==> src/rtl/hb_pkg.sv <==
package hb_pkg;

  typedef enum logic [2:0] {
    ST_RUN      = 3'd0,
    ST_HI_TRIP  = 3'd1,
    ST_LO_TRIP  = 3'd2,
    ST_HOLD_OFF = 3'd3,
    ST_LATCHED  = 3'd4
  } prot_state_t;

  typedef struct packed {
    logic hi;
    logic lo;
  } gate_pair_t;

endpackage

==> src/rtl/hb_sync.sv <==
module hb_sync #(
  parameter int WIDTH   = 2,
  parameter int STAGES  = 2,
  parameter logic [WIDTH-1:0] RST_VAL = '0
) (
  input  logic             clk,
  input  logic             rst_n,
  input  logic [WIDTH-1:0] din,
  output logic [WIDTH-1:0] dout
);

  logic [STAGES-1:0][WIDTH-1:0] chain_q;

  always_ff @(posedge clk or negedge rst_n) begin
    if (!rst_n) chain_q <= {STAGES{RST_VAL}};
    else        chain_q <= {chain_q[STAGES-2:0], din};
  end

  assign dout = chain_q[STAGES-1];

endmodule

==> src/rtl/hb_oc_fsm.sv <==
module hb_oc_fsm
  import hb_pkg::*;
#(
  parameter int STALL_CYC = 16
) (
  input  logic        clk,
  input  logic        rst_n,
  input  logic        pwm_s,
  input  logic        prst_s,
  input  logic        oc_hi,
  input  logic        oc_lo,
  input  logic        latch_mode,
  input  logic        force_off,
  output gate_pair_t  req,
  output prot_state_t st_q,
  output logic        prst_rise
);

  localparam int SW = (STALL_CYC > 2) ? $clog2(STALL_CYC) : 1;
  localparam logic [SW-1:0] STALL_LAST = SW'(STALL_CYC - 1);

  prot_state_t   st_d;
  logic          pwm_d, prst_d;
  logic          pwm_tog, any_oc, in_trip;
  logic [SW-1:0] stall_q, stall_d;

  assign pwm_tog   = pwm_s ^ pwm_d;
  assign prst_rise = prst_s & ~prst_d;
  assign any_oc    = oc_hi | oc_lo;
  assign in_trip   = (st_q == ST_HI_TRIP) || (st_q == ST_LO_TRIP);

  // Next protection state: phase reset edge first, then hold, then flags.
  always_comb begin
    st_d = st_q;
    if (prst_rise) begin
      st_d = ST_RUN;
    end else if (!prst_s || st_q == ST_LATCHED) begin
      st_d = st_q;
    end else if (latch_mode && any_oc) begin
      st_d = ST_LATCHED;
    end else if (oc_lo) begin
      st_d = ST_LO_TRIP;
    end else if (oc_hi) begin
      st_d = ST_HI_TRIP;
    end else begin
      case (st_q)
        ST_HI_TRIP, ST_LO_TRIP: begin
          if (pwm_tog)                   st_d = ST_RUN;
          else if (stall_q == STALL_LAST) st_d = ST_HOLD_OFF;
        end
        ST_HOLD_OFF: if (pwm_tog) st_d = ST_RUN;
        default:     st_d = ST_RUN;
      endcase
    end
  end

  // Quiet cycles spent in a trip state with a static PWM level.
  always_comb begin
    if (prst_s && !prst_rise && !any_oc && !pwm_tog && in_trip && st_d == st_q)
      stall_d = stall_q + SW'(1);
    else
      stall_d = '0;
  end

  // Gate request follows the next state so a flag acts at the edge it is sampled.
  always_comb begin
    req = '0;
    if (!force_off && prst_s) begin
      case (st_d)
        ST_RUN: begin
          req.hi = pwm_s;
          req.lo = ~pwm_s;
        end
        ST_HI_TRIP: req.lo = 1'b1;
        default:    req = '0;
      endcase
    end
  end

  always_ff @(posedge clk or negedge rst_n) begin
    if (!rst_n) begin
      st_q    <= ST_RUN;
      stall_q <= '0;
      pwm_d   <= 1'b0;
      prst_d  <= 1'b0;
    end else begin
      st_q    <= st_d;
      stall_q <= stall_d;
      pwm_d   <= pwm_s;
      prst_d  <= prst_s;
    end
  end

endmodule

==> src/rtl/hb_deadtime.sv <==
module hb_deadtime
  import hb_pkg::*;
#(
  parameter int DEAD_CYC = 3
) (
  input  logic       clk,
  input  logic       rst_n,
  input  gate_pair_t req,
  output gate_pair_t gq
);

  localparam int CW = (DEAD_CYC > 1) ? $clog2(DEAD_CYC + 1) : 1;
  localparam logic [CW-1:0] LOAD_VAL = CW'(DEAD_CYC - 1);

  logic [CW-1:0] cnt_q, cnt_d;
  gate_pair_t    gd;
  logic          quiet, turn_off;

  assign quiet = (cnt_q == '0);

  // Turn-off is immediate; turn-on waits for the other side and the counter.
  always_comb begin
    gd.hi    = req.hi & (gq.hi | (~gq.lo & quiet));
    gd.lo    = req.lo & (gq.lo | (~gq.hi & quiet));
    turn_off = (gq.hi & ~gd.hi) | (gq.lo & ~gd.lo);
    if (turn_off)    cnt_d = LOAD_VAL;
    else if (!quiet) cnt_d = cnt_q - CW'(1);
    else             cnt_d = cnt_q;
  end

  always_ff @(posedge clk or negedge rst_n) begin
    if (!rst_n) begin
      gq    <= '0;
      cnt_q <= '0;
    end else begin
      gq    <= gd;
      cnt_q <= cnt_d;
    end
  end

endmodule

==> src/rtl/hb_gate_ctrl.sv <==
module hb_gate_ctrl
  import hb_pkg::*;
#(
  parameter int DEAD_CYC  = 3,
  parameter int STALL_CYC = 16
) (
  input  logic clk,
  input  logic rst_n,
  input  logic pwm_in,
  input  logic phase_rst_n,
  input  logic oc_hi,
  input  logic oc_lo,
  input  logic latch_mode,
  input  logic force_off,
  output logic gate_hi,
  output logic gate_lo,
  output logic shutdown
);

  logic [1:0]  sync_out;
  logic        pwm_s, prst_s, prst_rise;
  gate_pair_t  req, gq;
  prot_state_t st_q;

  hb_sync #(.WIDTH(2), .STAGES(2), .RST_VAL(2'b00)) u_sync (
    .clk  (clk),
    .rst_n(rst_n),
    .din  ({pwm_in, phase_rst_n}),
    .dout (sync_out)
  );

  assign pwm_s  = sync_out[1];
  assign prst_s = sync_out[0];

  hb_oc_fsm #(.STALL_CYC(STALL_CYC)) u_fsm (
    .clk       (clk),
    .rst_n     (rst_n),
    .pwm_s     (pwm_s),
    .prst_s    (prst_s),
    .oc_hi     (oc_hi),
    .oc_lo     (oc_lo),
    .latch_mode(latch_mode),
    .force_off (force_off),
    .req       (req),
    .st_q      (st_q),
    .prst_rise (prst_rise)
  );

  hb_deadtime #(.DEAD_CYC(DEAD_CYC)) u_dead (
    .clk  (clk),
    .rst_n(rst_n),
    .req  (req),
    .gq   (gq)
  );

  assign gate_hi  = gq.hi & ~force_off;
  assign gate_lo  = gq.lo & ~force_off;
  assign shutdown = (st_q == ST_LATCHED);

endmodule

==> config.mk <==
export PLATFORM = sky130hd
export DESIGN_NAME = hb_gate_ctrl
export DESIGN_NICKNAME = d
export VERILOG_FILES = /design/src/rtl/hb_pkg.sv /design/src/rtl/hb_sync.sv /design/src/rtl/hb_oc_fsm.sv /design/src/rtl/hb_deadtime.sv /design/src/rtl/hb_gate_ctrl.sv
export SDC_FILE = /design/constraint.sdc
export NUM_CORES = 1
export LEC_CHECK = 0
export BUFFER_PORTS_ARGS = -buffer_cell sky130_fd_sc_hd__clkbuf_2
export CAP_MARGIN = 10
export CELL_PAD_IN_SITES_DETAIL_PLACEMENT = 0
export CELL_PAD_IN_SITES_GLOBAL_PLACEMENT = 2
export CORE_MARGIN = 2
export CORE_UTILIZATION = 36
export CTS_CLUSTER_DIAMETER = 150
export DETAILED_ROUTE_END_ITERATION = 10
export PLACE_DENSITY_LB_ADDON = 0.15
export SLEW_MARGIN = 20
export SYNTH_ARGS = -nofsm -noshare
export SYNTH_HDL_FRONTEND = slang
export SYNTH_HIERARCHICAL = 1
export SYNTH_SLANG_ARGS = --single-unit
==> constraint.sdc <==
create_clock -name clk -period 2.1 [get_ports clk]
set_input_delay 0.105 -clock clk [delete_from_list [all_inputs] [get_ports clk]]
set_output_delay 0.105 -clock clk [all_outputs]
set_load 0.03 [all_outputs]
==> flow_summary.yaml <==
run_status:
  outcome: "finished, final reports clean"
synth:
  postSynthCellCount: 85
  async_reset_ff_share_pct: 100
  syn_avg_cell_area_um2: 10.7
  synthesis.nets: 95
  synth.top_cell.area_share_pct: 46.7
  dominantRegCellSynth: "dfrtp_1"
  synth-edff-count: 0
  netlist_top_cells_area: "dfrtp_1, o32ai_4, inv_1"
  ys.warnings.count: 6
  mappedNetlistArea_um2: 911
  yosys.cell_types.count: 36
  yosys.area.top_type: "dfrtp_1"
  yosys_register_bits: 17
  synth.yosys.seq_area_share_pct: 46.7
sta:
  tightestPinTransition_ns: 0.433
  setup_viol: 0
  min_period_over_period_pct: 92.3
  slew_viol_final: 0
  finalHoldViolations: 0
  fmaxAchievable_mhz: 516
  final_critical_path_setup_slack_ns: 0.162
  unrepaired_setup_endpoints_after_global_routing: "no"
  max_slew_margin_pct: 71.1
  min_period_ns: 1.94
  worst_clock_skew_ns: 0.00245
  final.setup.tns_ns: 0
  fin_hold_ws_ns: 0.136
clocking:
  post-cts-setup-buffer-count: 0
  cts_resized: 0
  cts_buffer_depth: 2
  clock_h_tree_levels: 1
  hold_buffers: 3
  clk_latency_ns: 0.29
  clock-root-buffer: "clkbuf_4"
  cts.clk_slew.worst_paths_ns: 0.10
  tritoncts_clock_tree: "built"
  clock_sink_count: 17
  cts_inserted_buffers: 3
floorplan:
  die_area_mm2: 0.00295
  num_io_pins: 11
  floorplan.rows: 18
  fp.dieW_um: 54.3
  placeable_core_area_mm2: 0.00243
  die_h_um: 54.3
  initial_standard_cell_utilization_of_the_core_pct: 37.4
setup_path:
  crit_path_end_kind: "register"
  critical_path_arrival_ns: 2.11
  cp_data_required_time_ns: 2.27
  path_class: "reg2reg"
  critPathMaxStageDelay_ns: 0.52
  family_with_the_most_delay_on_the_worst_path: "simple AND/OR/NAND/NOR gates"
  timing.critical_path.cells: "or3b_1 -> a31oi_1 -> o21ai_1 -> nor3_1 -> nand2b_1 -> o2111ai_1"
  worstPathBufferInverterCount: 0
  crit_slowest_cell: "or3b_1"
  crit_path_start_kind: "register"
  largest_fanout_on_the_critical_path: 7
grt:
  global_route.overflow_total: 0
  grt_antenna_before_repair: 0
  globalRouteTotalUtil_pct: 14.0
  first_global_vias: 617
  grt_pass1_wl_mm: 2.86
  pin_count_of_the_biggest_net_entering_global_routing: 18
worst_hold_path:
  type_of_the_most_critical_hold_path: "in2reg"
pwr:
  power.clock.fraction_pct: 22.1
  sw_frac_of_total_pct: 32.1
  p_switching_mw: 0.259
  power.leakage_nw: 0.459
  totalPowerFinal_mw: 0.808
  sequentialPowerShare_pct: 49.6
  vdd_ir_drop_max_uv: 482
  cellPowerDensity_mw_per_mm2: 789
  power.share.combinational_pct: 28.3
  intPower_mw: 0.549
placement:
  detailed_place_hpwl_mm: 1.26
  detailedPlace.worstSlack_ns: 0.149
  port-buffer-count: 10
  gpl.final_weighted_congestion: 0.825
routing:
  route.detailed.vias_per_inst: 5.06
  ant_nets: 0
  post_drt_wl_per_cell_um: 13.0
  drtIter0Drc: 16
  routed_wl_mm: 1.67
  drt_drc_violations_left: 0
  drt-pass1-iter-count: 4
  routed_vias: 653
final_layout:
  design.final.nets: 110
  antenna-diode-count: 0
  post_route_cells_drive_above_1_share_pct: 21.2
  area_growth_syn_to_layout_pct: 12.4
run:
  max_cap_viol: 0
==> sequential cells by signal, indices dropped and copies added, names as in the netlist <==
| signal | flops |
|---|---|
| u_dead/cnt_q | 2 |
| u_dead/gq | 2 |
| u_fsm/prst_d | 1 |
| u_fsm/pwm_d | 1 |
| u_fsm/st_q | 3 |
| u_fsm/stall_q | 4 |
| u_sync/chain_q | 2 |
| u_sync/dout | 2 |
==> worst min-delay path: cells and delay by family <==
kind	cells	cell delay, ns
AO/OA/AOI/OAI	2	0.19
buffers and inverters	1	0.09
==> final cells by class <==
class                      count  area [µm²]
fill                         251        1410
clock inverter                 1        5.00
tap                           30        37.5
inverter                       7        26.3
sequential                    17         425
clock buffer                   3        22.5
multi-input combinational     57         419
timing repair buffer          14        87.6
==> logic make-up after synthesis <==
kind of cell               Yosys count  synth area share (%)
AOI/OAI and AO/OA                   18                  16.8
xor gates and xnor gates             4                  3.85
adders and majority gates            2                  2.75
buffers and inverters               11                  7.28
DFF                                 17                  46.7
muxes                                2                  2.20
and+or+nand+nor                     31                  20.5
==> cell usage after synthesis, types with 2 or more instances <==
library cell	number
mux2i_1	2
a31oi_1	4
nand3_1	3
nand2_1	2
nand4_1	2
nand2b_1	3
a21o_1	2
buf_4	2
nor2b_1	4
xnor2_1	2
inv_1	7
nor2_1	6
ha_1	2
dfrtp_1	17
xor2_1	2
nor3_1	5
==> placed cells by master (no fill, tap or decap), types with 3 or more instances in the layout <==
master,synthesis,layout
nand2b_1,3,3
dfrtp_1,17,17
nor2_1,6,6
dlygate4sd3_1,0,3
nand3_1,3,3
clkbuf_4,0,3
a31oi_1,4,4
inv_1,7,7
nor3_1,5,5
nor2b_1,4,4
clkbuf_2,0,10
==> worst paths after layout <==
path / cells past startpoint / from / endpoint / slack [ns]
max: 6 / u_fsm/st_q[1] / u_dead/cnt_q[1] / 0.16
max reg2reg: 6 / u_fsm/st_q[1] / u_dead/cnt_q[1] / 0.16
max in group asynchronous: 2 / rst_n / u_fsm/stall_q[3] / 1.53
min in group asynchronous: 2 / rst_n / u_dead/cnt_q[1] / 0.27
min reg2reg: 0 / u_sync/chain_q[1] / u_sync/dout[1] / 0.36
min: 3 / latch_mode / u_fsm/st_q[2] / 0.14
==> layer usage <==
| layer | vias to the layer above | wire [µm] | track usage, % |
|---|---|---|---|
| met5 | - | 0 | 0 |
| met4 | 0 | 18 | 5.00 |
| met3 | 4 | 73 | 3.28 |
| met2 | 18 | 728 | 19.7 |
| met1 | 304 | 850 | 20.8 |
| li1 | 327 | - | - |
==> stage by stage <==
step	cells	instance area, µm²	utilization, %
final	129	1020	42.1
after global routing	129	1020	42.1
after CTS	129	1020	42.1
after detailed placement	122	966	39.7
after global placement	122	966	39.7
after floorplan	85	911	-
==> power by group through the flow <==
| stage | clock network (mW) | logic, mW | registers, mW |
|---|---|---|---|
| floorplan | 0 | 0.190 | 0.395 |
| global placement | 0 | 0.229 | 0.404 |
| detailed placement | 0 | 0.225 | 0.407 |
| CTS | 0.187 | 0.231 | 0.400 |
| global route | 0.213 | 0.260 | 0.406 |
| finish | 0.179 | 0.228 | 0.400 |
No activity file was read; power rests on OpenSTA's default activity.
